**src/rtl/sshift_pkg.sv**
```systemverilog
package sshift_pkg;
  typedef enum logic {
    SRC_EXT = 1'b0,
    SRC_INT = 1'b1
  } clk_src_e;

  typedef enum logic {
    EDGE_RISE = 1'b0,
    EDGE_FALL = 1'b1
  } edge_sel_e;
endpackage

```
**src/rtl/sshift_clkgen.sv**
```systemverilog
// Half-period divider producing the port-driven shift clock.
// Idles high; falls on start; 'rise' marks the cycle that sets it high.
module sshift_clkgen #(
  parameter int DIV_W = 8
) (
  input  logic             clk,
  input  logic             rst_n,
  input  logic             start,
  input  logic             run,
  input  logic [DIV_W-1:0] half_div,
  output logic             sclk,
  output logic             rise
);
  logic [DIV_W-1:0] hcnt;
  logic [DIV_W-1:0] reload;

  assign reload = (half_div == '0) ? '0 : half_div - DIV_W'(1);
  assign rise   = run && !start && (hcnt == '0) && !sclk;

  always_ff @(posedge clk or negedge rst_n) begin
    if (!rst_n) begin
      sclk <= 1'b1;
      hcnt <= '0;
    end else if (start) begin
      sclk <= 1'b0;
      hcnt <= reload;
    end else if (run) begin
      if (hcnt == '0) begin
        sclk <= ~sclk;
        hcnt <= reload;
      end else begin
        hcnt <= hcnt - DIV_W'(1);
      end
    end else begin
      sclk <= 1'b1;
      hcnt <= '0;
    end
  end
endmodule

```
**src/rtl/sshift_insync.sv**
```systemverilog
// Synchroniser for the external clock and serial input, with edge detect.
// Data and clock share the same latency so a detected edge sees aligned data.
module sshift_insync #(
  parameter int STAGES = 2
) (
  input  logic clk,
  input  logic rst_n,
  input  logic sclk_in,
  input  logic sdi,
  output logic sdi_s,
  output logic ck_rise,
  output logic ck_fall
);
  logic [STAGES:0]   ck_p;
  logic [STAGES-1:0] d_p;

  always_ff @(posedge clk or negedge rst_n) begin
    if (!rst_n) begin
      ck_p <= '1;
      d_p  <= '1;
    end else begin
      ck_p <= {ck_p[STAGES-1:0], sclk_in};
      d_p  <= {d_p[STAGES-2:0], sdi};
    end
  end

  assign sdi_s   = d_p[STAGES-1];
  assign ck_rise =  ck_p[STAGES-1] && !ck_p[STAGES];
  assign ck_fall = !ck_p[STAGES-1] &&  ck_p[STAGES];
endmodule

```
**src/rtl/sshift_core.sv**
```systemverilog
// Shared shift register: sends LSB first from bit 0, fills from the top.
module sshift_core #(
  parameter int WORD_W = 8
) (
  input  logic              clk,
  input  logic              rst_n,
  input  logic              mode_int,
  input  logic              edge_fall,
  input  logic              tx_valid,
  input  logic [WORD_W-1:0] tx_data,
  input  logic              clk_rise,
  input  logic              ext_rise,
  input  logic              ext_fall,
  input  logic              sdi_s,
  output logic              busy,
  output logic              accept,
  output logic              done,
  output logic              sdo,
  output logic [WORD_W-1:0] rx_word
);
  localparam int CNT_W = (WORD_W > 2) ? $clog2(WORD_W) : 1;

  logic [WORD_W-1:0] sh;
  logic [CNT_W-1:0]  cnt;
  logic              ext_step;
  logic              step;
  logic              last;

  assign accept   = tx_valid && !busy;
  assign ext_step = edge_fall ? ext_fall : ext_rise;
  assign step     = busy && (mode_int ? clk_rise : ext_step);
  assign last     = (cnt == CNT_W'(WORD_W - 1));
  assign done     = step && last;
  assign rx_word  = {sdi_s, sh[WORD_W-1:1]};
  assign sdo      = busy ? sh[0] : 1'b1;

  always_ff @(posedge clk or negedge rst_n) begin
    if (!rst_n) begin
      busy <= 1'b0;
      sh   <= '0;
      cnt  <= '0;
    end else if (accept) begin
      busy <= 1'b1;
      sh   <= tx_data;
      cnt  <= '0;
    end else if (step) begin
      sh  <= rx_word;
      cnt <= cnt + CNT_W'(1);
      if (last) busy <= 1'b0;
    end
  end
endmodule

```
**src/rtl/sshift_rxbuf.sv**
```systemverilog
// Second receive stage: holds one word for the consumer, never overwritten.
module sshift_rxbuf #(
  parameter int WORD_W = 8
) (
  input  logic              clk,
  input  logic              rst_n,
  input  logic              done,
  input  logic [WORD_W-1:0] word,
  input  logic              rx_ready,
  output logic              rx_valid,
  output logic [WORD_W-1:0] rx_data,
  output logic              rx_irq,
  output logic              rx_overrun
);
  logic slot_free;

  assign slot_free = !rx_valid || rx_ready;

  always_ff @(posedge clk or negedge rst_n) begin
    if (!rst_n) begin
      rx_valid   <= 1'b0;
      rx_data    <= '0;
      rx_irq     <= 1'b0;
      rx_overrun <= 1'b0;
    end else begin
      rx_irq     <= 1'b0;
      rx_overrun <= 1'b0;
      if (done && slot_free) begin
        rx_data  <= word;
        rx_valid <= 1'b1;
        rx_irq   <= 1'b1;
      end else if (done) begin
        rx_overrun <= 1'b1;
      end else if (rx_valid && rx_ready) begin
        rx_valid <= 1'b0;
      end
    end
  end
endmodule

```
**src/rtl/sshift_port.sv**
```systemverilog
module sshift_port
  import sshift_pkg::*;
#(
  parameter int WORD_W      = 8,
  parameter int DIV_W       = 8,
  parameter int SYNC_STAGES = 2
) (
  input  logic              clk,
  input  logic              rst_n,
  input  logic              cfg_clk_out,
  input  logic              cfg_fall_edge,
  input  logic [DIV_W-1:0]  div_half,
  input  logic              tx_valid,
  output logic              tx_ready,
  input  logic [WORD_W-1:0] tx_data,
  output logic              tx_busy_err,
  output logic              rx_valid,
  input  logic              rx_ready,
  output logic [WORD_W-1:0] rx_data,
  input  logic              sclk_in,
  output logic              sclk_out,
  output logic              sclk_oe,
  input  logic              sdi,
  output logic              sdo,
  output logic              tx_irq,
  output logic              rx_irq,
  output logic              rx_overrun
);
  clk_src_e          src;
  edge_sel_e         esel;
  logic              mode_int;
  logic              busy;
  logic              accept;
  logic              done;
  logic              gen_rise;
  logic              ext_rise;
  logic              ext_fall;
  logic              sdi_s;
  logic [WORD_W-1:0] rx_word;

  assign src      = clk_src_e'(cfg_clk_out);
  assign esel     = edge_sel_e'(cfg_fall_edge);
  assign mode_int = (src == SRC_INT);
  assign sclk_oe  = mode_int;
  assign tx_ready = !busy;

  sshift_insync #(.STAGES(SYNC_STAGES)) u_sync (
    .clk     (clk),
    .rst_n   (rst_n),
    .sclk_in (sclk_in),
    .sdi     (sdi),
    .sdi_s   (sdi_s),
    .ck_rise (ext_rise),
    .ck_fall (ext_fall)
  );

  sshift_clkgen #(.DIV_W(DIV_W)) u_clkgen (
    .clk      (clk),
    .rst_n    (rst_n),
    .start    (accept && mode_int),
    .run      (busy && mode_int),
    .half_div (div_half),
    .sclk     (sclk_out),
    .rise     (gen_rise)
  );

  sshift_core #(.WORD_W(WORD_W)) u_core (
    .clk       (clk),
    .rst_n     (rst_n),
    .mode_int  (mode_int),
    .edge_fall (esel == EDGE_FALL),
    .tx_valid  (tx_valid),
    .tx_data   (tx_data),
    .clk_rise  (gen_rise),
    .ext_rise  (ext_rise),
    .ext_fall  (ext_fall),
    .sdi_s     (sdi_s),
    .busy      (busy),
    .accept    (accept),
    .done      (done),
    .sdo       (sdo),
    .rx_word   (rx_word)
  );

  sshift_rxbuf #(.WORD_W(WORD_W)) u_rxbuf (
    .clk        (clk),
    .rst_n      (rst_n),
    .done       (done),
    .word       (rx_word),
    .rx_ready   (rx_ready),
    .rx_valid   (rx_valid),
    .rx_data    (rx_data),
    .rx_irq     (rx_irq),
    .rx_overrun (rx_overrun)
  );

  always_ff @(posedge clk or negedge rst_n) begin
    if (!rst_n) begin
      tx_irq      <= 1'b0;
      tx_busy_err <= 1'b0;
    end else begin
      tx_irq      <= done;
      tx_busy_err <= tx_valid && busy;
    end
  end
endmodule

```
**config.mk**
```make
export PLATFORM = sky130hd
export DESIGN_NAME = sshift_port
export DESIGN_NICKNAME = d
export VERILOG_FILES = /design/src/rtl/sshift_pkg.sv /design/src/rtl/sshift_clkgen.sv /design/src/rtl/sshift_insync.sv /design/src/rtl/sshift_core.sv /design/src/rtl/sshift_rxbuf.sv /design/src/rtl/sshift_port.sv
export SDC_FILE = /design/constraint.sdc
export NUM_CORES = 1
export LEC_CHECK = 0
export ABC_AREA = 1
export CORE_AREA = 2 2 75 77
export DETAILED_ROUTE_END_ITERATION = 16
export DIE_AREA = 0 0 77 79
export DONT_BUFFER_PORTS = 1
export GPL_ROUTABILITY_DRIVEN = 0
export PLACE_DENSITY = 0.57
export RECOVER_POWER = 25
export SYNTH_ARGS = -nofsm -noshare
export SYNTH_HDL_FRONTEND = slang
export SYNTH_HIERARCHICAL = 1
export SYNTH_SLANG_ARGS = --single-unit
```
**constraint.sdc**
```tcl
create_clock -name clk -period 3.5 [get_ports clk]
set_input_delay 0.175 -clock clk [delete_from_list [all_inputs] [get_ports clk]]
set_output_delay 0.175 -clock clk [all_outputs]
set_load 0.005 [all_outputs]
```
==> run_summary.xml <==
<?xml version="1.0" encoding="UTF-8"?>
<metrics>
  <group name="outcome">
    <metric name="outcome" unit="">finished with violations</metric>
    <metric name="violated_checks" unit="">capacitance limit, slew limit</metric>
  </group>
  <group name="route">
    <metric name="route.detailed.wl_per_inst" unit="microns">12.4</metric>
    <metric name="drc" unit="">0</metric>
    <metric name="detail_route.vias_per_cell" unit="">4.62</metric>
    <metric name="vias" unit="">1590</metric>
    <metric name="post_route_wl" unit="microns">4280</metric>
    <metric name="dr.pass1.iters" unit="">5</metric>
    <metric name="detailedRoute.firstIterationViolations" unit="">43</metric>
    <metric name="antenna_violating_nets_post_route" unit="">0</metric>
  </group>
  <group name="yosys">
    <metric name="yosys.area.top_type" unit="">dfrtp_1</metric>
    <metric name="synth_fp_nets" unit="">302</metric>
    <metric name="synth_edf_count" unit="">0</metric>
    <metric name="synth_top_area_share" unit="%">35.8</metric>
    <metric name="yosys.area_share.xor_xnor" unit="%">2.28</metric>
    <metric name="synth_seq_cells" unit="">39</metric>
    <metric name="netlist_instances" unit="">272</metric>
    <metric name="synthTopCellsByArea" unit="">dfrtp_1, nand2_1, nand3_2, dfstp_2, inv_1</metric>
    <metric name="post_synthesis_mux_area_share" unit="%">0</metric>
    <metric name="synth_compound_gate_area_share" unit="%">5.37</metric>
    <metric name="yosys_warnings" unit="">6</metric>
    <metric name="netlist_area" unit="sq mm">0.00231</metric>
    <metric name="synth_top_family_by_area" unit="">simple AND/OR/NAND/NOR gates</metric>
    <metric name="ys_async_sr_fraction" unit="%">100</metric>
    <metric name="post_synth_adder_cell_area" unit="%">3.25</metric>
    <metric name="synth-simple-area-share" unit="%">34.7</metric>
    <metric name="synth_commonest_cells" unit="">nand2_1, inv_1, dfrtp_1, nand3_2, nor2_1</metric>
    <metric name="synth.distinct_cells" unit="">29</metric>
    <metric name="syn_avg_cell_area" unit="sq um">8.48</metric>
    <metric name="yosysMostFrequentCell" unit="">nand2_1</metric>
    <metric name="synth_seq_area_share" unit="%">42.6</metric>
    <metric name="ys.flop_type" unit="">dfrtp_1</metric>
  </group>
  <group name="sta">
    <metric name="slew_viol_final" unit="">40</metric>
    <metric name="layout_min_cycle_time" unit="ns">2.72</metric>
    <metric name="worstMarginPinSlew" unit="ns">2.08</metric>
    <metric name="fmax" unit="MHz">367</metric>
    <metric name="tns" unit="ns">0</metric>
    <metric name="report.final.setup_viol" unit="">0</metric>
    <metric name="relSlewSlack" unit="%">-38.4</metric>
    <metric name="rsz0062_at_grt" unit="">false</metric>
    <metric name="fin_hold_ws" unit="ns">0.0642</metric>
    <metric name="timing.final.hold_violations" unit="">0</metric>
    <metric name="clock-skew-final" unit="ns">0.00456</metric>
    <metric name="finalCritPeriodShare" unit="%">77.8</metric>
  </group>
  <group name="critical_path">
    <metric name="cp-end-kind" unit="">flop</metric>
    <metric name="worst-path-max-fanout" unit="">21</metric>
    <metric name="cp-start-kind" unit="">flop</metric>
    <metric name="crit_type" unit="">reg2reg</metric>
    <metric name="worst-endpoint-required" unit="ns">3.69</metric>
    <metric name="cp.arrival" unit="ns">2.91</metric>
  </group>
  <group name="floorplanning">
    <metric name="num_rows" unit="">27</metric>
    <metric name="floorplan.die.width" unit="microns">77</metric>
    <metric name="die_h" unit="microns">79</metric>
    <metric name="design.core.area" unit="sq mm">0.00534</metric>
    <metric name="starting_utilization_of_the_core_area" unit="%">43.2</metric>
    <metric name="dieArea" unit="sq mm">0.00608</metric>
    <metric name="ios" unit="">41</metric>
  </group>
  <group name="clock_network">
    <metric name="tritoncts.num_buffers" unit="">5</metric>
    <metric name="tritoncts" unit="">built</metric>
    <metric name="cts.path.max_buffers" unit="">2</metric>
    <metric name="clock_insertion_delay_worst_skew" unit="ns">0.29</metric>
    <metric name="clk_transition_reported_paths" unit="ns">0.08</metric>
    <metric name="cts-htree-levels" unit="">2</metric>
    <metric name="cts_root_buf" unit="">clkbuf_8</metric>
    <metric name="cts.sink_count" unit="">39</metric>
    <metric name="cts_repair_resize_count" unit="">0</metric>
  </group>
  <group name="finish">
    <metric name="multi_input_area" unit="sq mm">0.00105</metric>
    <metric name="fillCellCount" unit="">554</metric>
    <metric name="final_nets" unit="">301</metric>
    <metric name="num_antenna_cells" unit="">0</metric>
    <metric name="drive_above_1_share" unit="%">22.8</metric>
    <metric name="syn_to_final_growth" unit="%">4.34</metric>
    <metric name="storage_element_area" unit="sq um">983</metric>
  </group>
  <group name="power">
    <metric name="irDropWorstVdd" unit="mV">0.281</metric>
    <metric name="seqPwrFrac" unit="%">46.8</metric>
    <metric name="fin_total_pwr" unit="mW">1.54</metric>
    <metric name="netSwitchingFraction" unit="%">38.6</metric>
    <metric name="p_leak" unit="nW">1.26</metric>
    <metric name="powerDensity" unit="mW/mm^2">638</metric>
    <metric name="power.share.combinational" unit="%">33.6</metric>
    <metric name="net-switching-power" unit="mW">0.593</metric>
    <metric name="p_int" unit="mW">0.944</metric>
    <metric name="power.clock.fraction" unit="%">19.7</metric>
  </group>
  <group name="grt">
    <metric name="pin_count_of_the_biggest_net_entering_global_routing" unit="">40</metric>
    <metric name="grt_pass1_vias" unit="">1539</metric>
    <metric name="first_pass_grt_wire_length" unit="microns">7420</metric>
    <metric name="initial_antenna_violation_count" unit="">0</metric>
    <metric name="track_usage" unit="%">15.7</metric>
    <metric name="global_route.overflow_total" unit="">0</metric>
  </group>
  <group name="min_path">
    <metric name="min-delay-path-class" unit="">in2reg</metric>
  </group>
  <group name="flow_run">
    <metric name="maxCapViolations" unit="">1</metric>
  </group>
  <group name="placed_design">
    <metric name="port_buffers" unit="">0</metric>
    <metric name="dp.final_hpwl" unit="microns">3120</metric>
  </group>
</metrics>
[metal layers]
metal	GRT usage, %	vias up	routed length (microns)
met5	0	-	0
met2	27.2	23	2180
met1	18.8	736	1810
met4	6.43	0	74
li1	-	826	-
met3	4.09	5	214
[through the flow]
stage | utilization (%) | instances | setup slack [ns] | instance area (sq um)
after floorplan | - | 272 | 1.51 | 2310
after CTS | 45.4 | 344 | 0.766 | 2420
after global routing | 45.1 | 344 | 0.479 | 2410
after global placement | 42.4 | 330 | 0.897 | 2260
after detailed placement | 42.4 | 330 | 0.782 | 2260
final | 45.1 | 344 | 0.776 | 2410
[power by group through the flow]
stage | Combinational (mW) | Sequential (mW) | Clock (mW)
finish | 0.516 | 0.719 | 0.302
global route | 0.617 | 0.739 | 0.332
CTS | 0.530 | 0.724 | 0.316
detailed placement | 0.509 | 0.733 | 0
global placement | 0.504 | 0.733 | 0
floorplan | 0.497 | 0.691 | 0
[worst paths after layout]
kind | start | endpoint | slack (ns) | cells after the start
max | u_core/busy | u_rxbuf/rx_data[0] | 0.78 | 15
min | cfg_clk_out | u_clkgen/sclk | 0.06 | 3
max reg2reg | u_core/busy | u_rxbuf/rx_data[0] | 0.78 | 15
min reg2reg | u_sync/ck_p[0] | u_sync/ck_p[1] | 0.35 | 0
max in group asynchronous | rst_n | u_core/sh[4] | 1.26 | 2
min in group asynchronous | rst_n | u_core/sh[7] | 1.07 | 2
[cells in the final DEF, fill, tap and decap left out]
cell type | synthesis | routed
a21oi_4 | 1 | 1
a31oi_1 | 1 | 1
a21oi_1 | 1 | 1
o21bai_1 | 2 | 2
nand2_1 | 87 | 87
dlygate4sd3_1 | 0 | 5
nor2_4 | 1 | 1
nor2_1 | 16 | 16
nand2_4 | 6 | 6
xnor2_1 | 1 | 1
nor2_2 | 6 | 6
nand3_1 | 11 | 11
clkinv_2 | 0 | 1
clkinvlp_4 | 0 | 2
nand3_2 | 18 | 18
xor2_1 | 5 | 5
nand4_1 | 1 | 1
or2_1 | 2 | 2
nand2_2 | 4 | 4
inv_1 | 34 | 34
clkbuf_1 | 0 | 1
inv_2 | 3 | 3
ha_1 | 6 | 6
nor3_2 | 1 | 1
o21ai_0 | 4 | 4
dfstp_2 | 6 | 6
dfrtp_1 | 33 | 33
o21ai_2 | 7 | 7
or2_4 | 1 | 1
clkbuf_8 | 0 | 5
[worst max-delay path, cell delays in order (launching register included)]
cell and delay, ns:
dfrtp_1 0.42, inv_2 0.09, nand2_4 0.24, inv_2 0.15, nand2_1 0.09, inv_1 0.08
nor2_2 0.14, inv_1 0.07, nor2_1 0.10, inv_1 0.07, a21oi_4 0.14, nand2_4 0.16
nor2_2 0.55, nand2_4 0.17, nand2_1 0.09, nand2_1 0.06
[state kept, by name (all words and copies together), names as in the netlist]
register,flops
tx_busy_err,1
tx_irq,1
u_clkgen/sclk,1
u_rxbuf/rx_overrun,1
u_core/cnt,3
u_rxbuf/rx_valid,1
u_core/busy,1
u_rxbuf/rx_irq,1
u_rxbuf/rx_data,8
u_core/sh,8
u_sync/d_p,2
u_sync/ck_p,3
u_clkgen/hcnt,8
[timing repair]
item                      CTS  global route
hold endpoints to repair   43             0
hold buffers                6             0
setup buffers               0             0
[final cells by class]
type                            count  area share (%)
Tap cell                           72            3.74
Timing Repair Buffer                6            2.23
Inverter                           37            5.77
Clock buffer                        5            2.86
Sequential cell                    39            40.9
Clock inverter                      3           0.832
Multi-Input combinational cell    182            43.7
[cell families (layout without fill, tap and decap cells)]
kind of cell    Yosys count  after routing
compound gates           16             16
xor+xnor                  6              6
fa+ha+maj                 6              6
buf+inv                  51             51
flops                    39             39
simple gates            154            154
No activity file was read; power rests on OpenSTA's default activity.
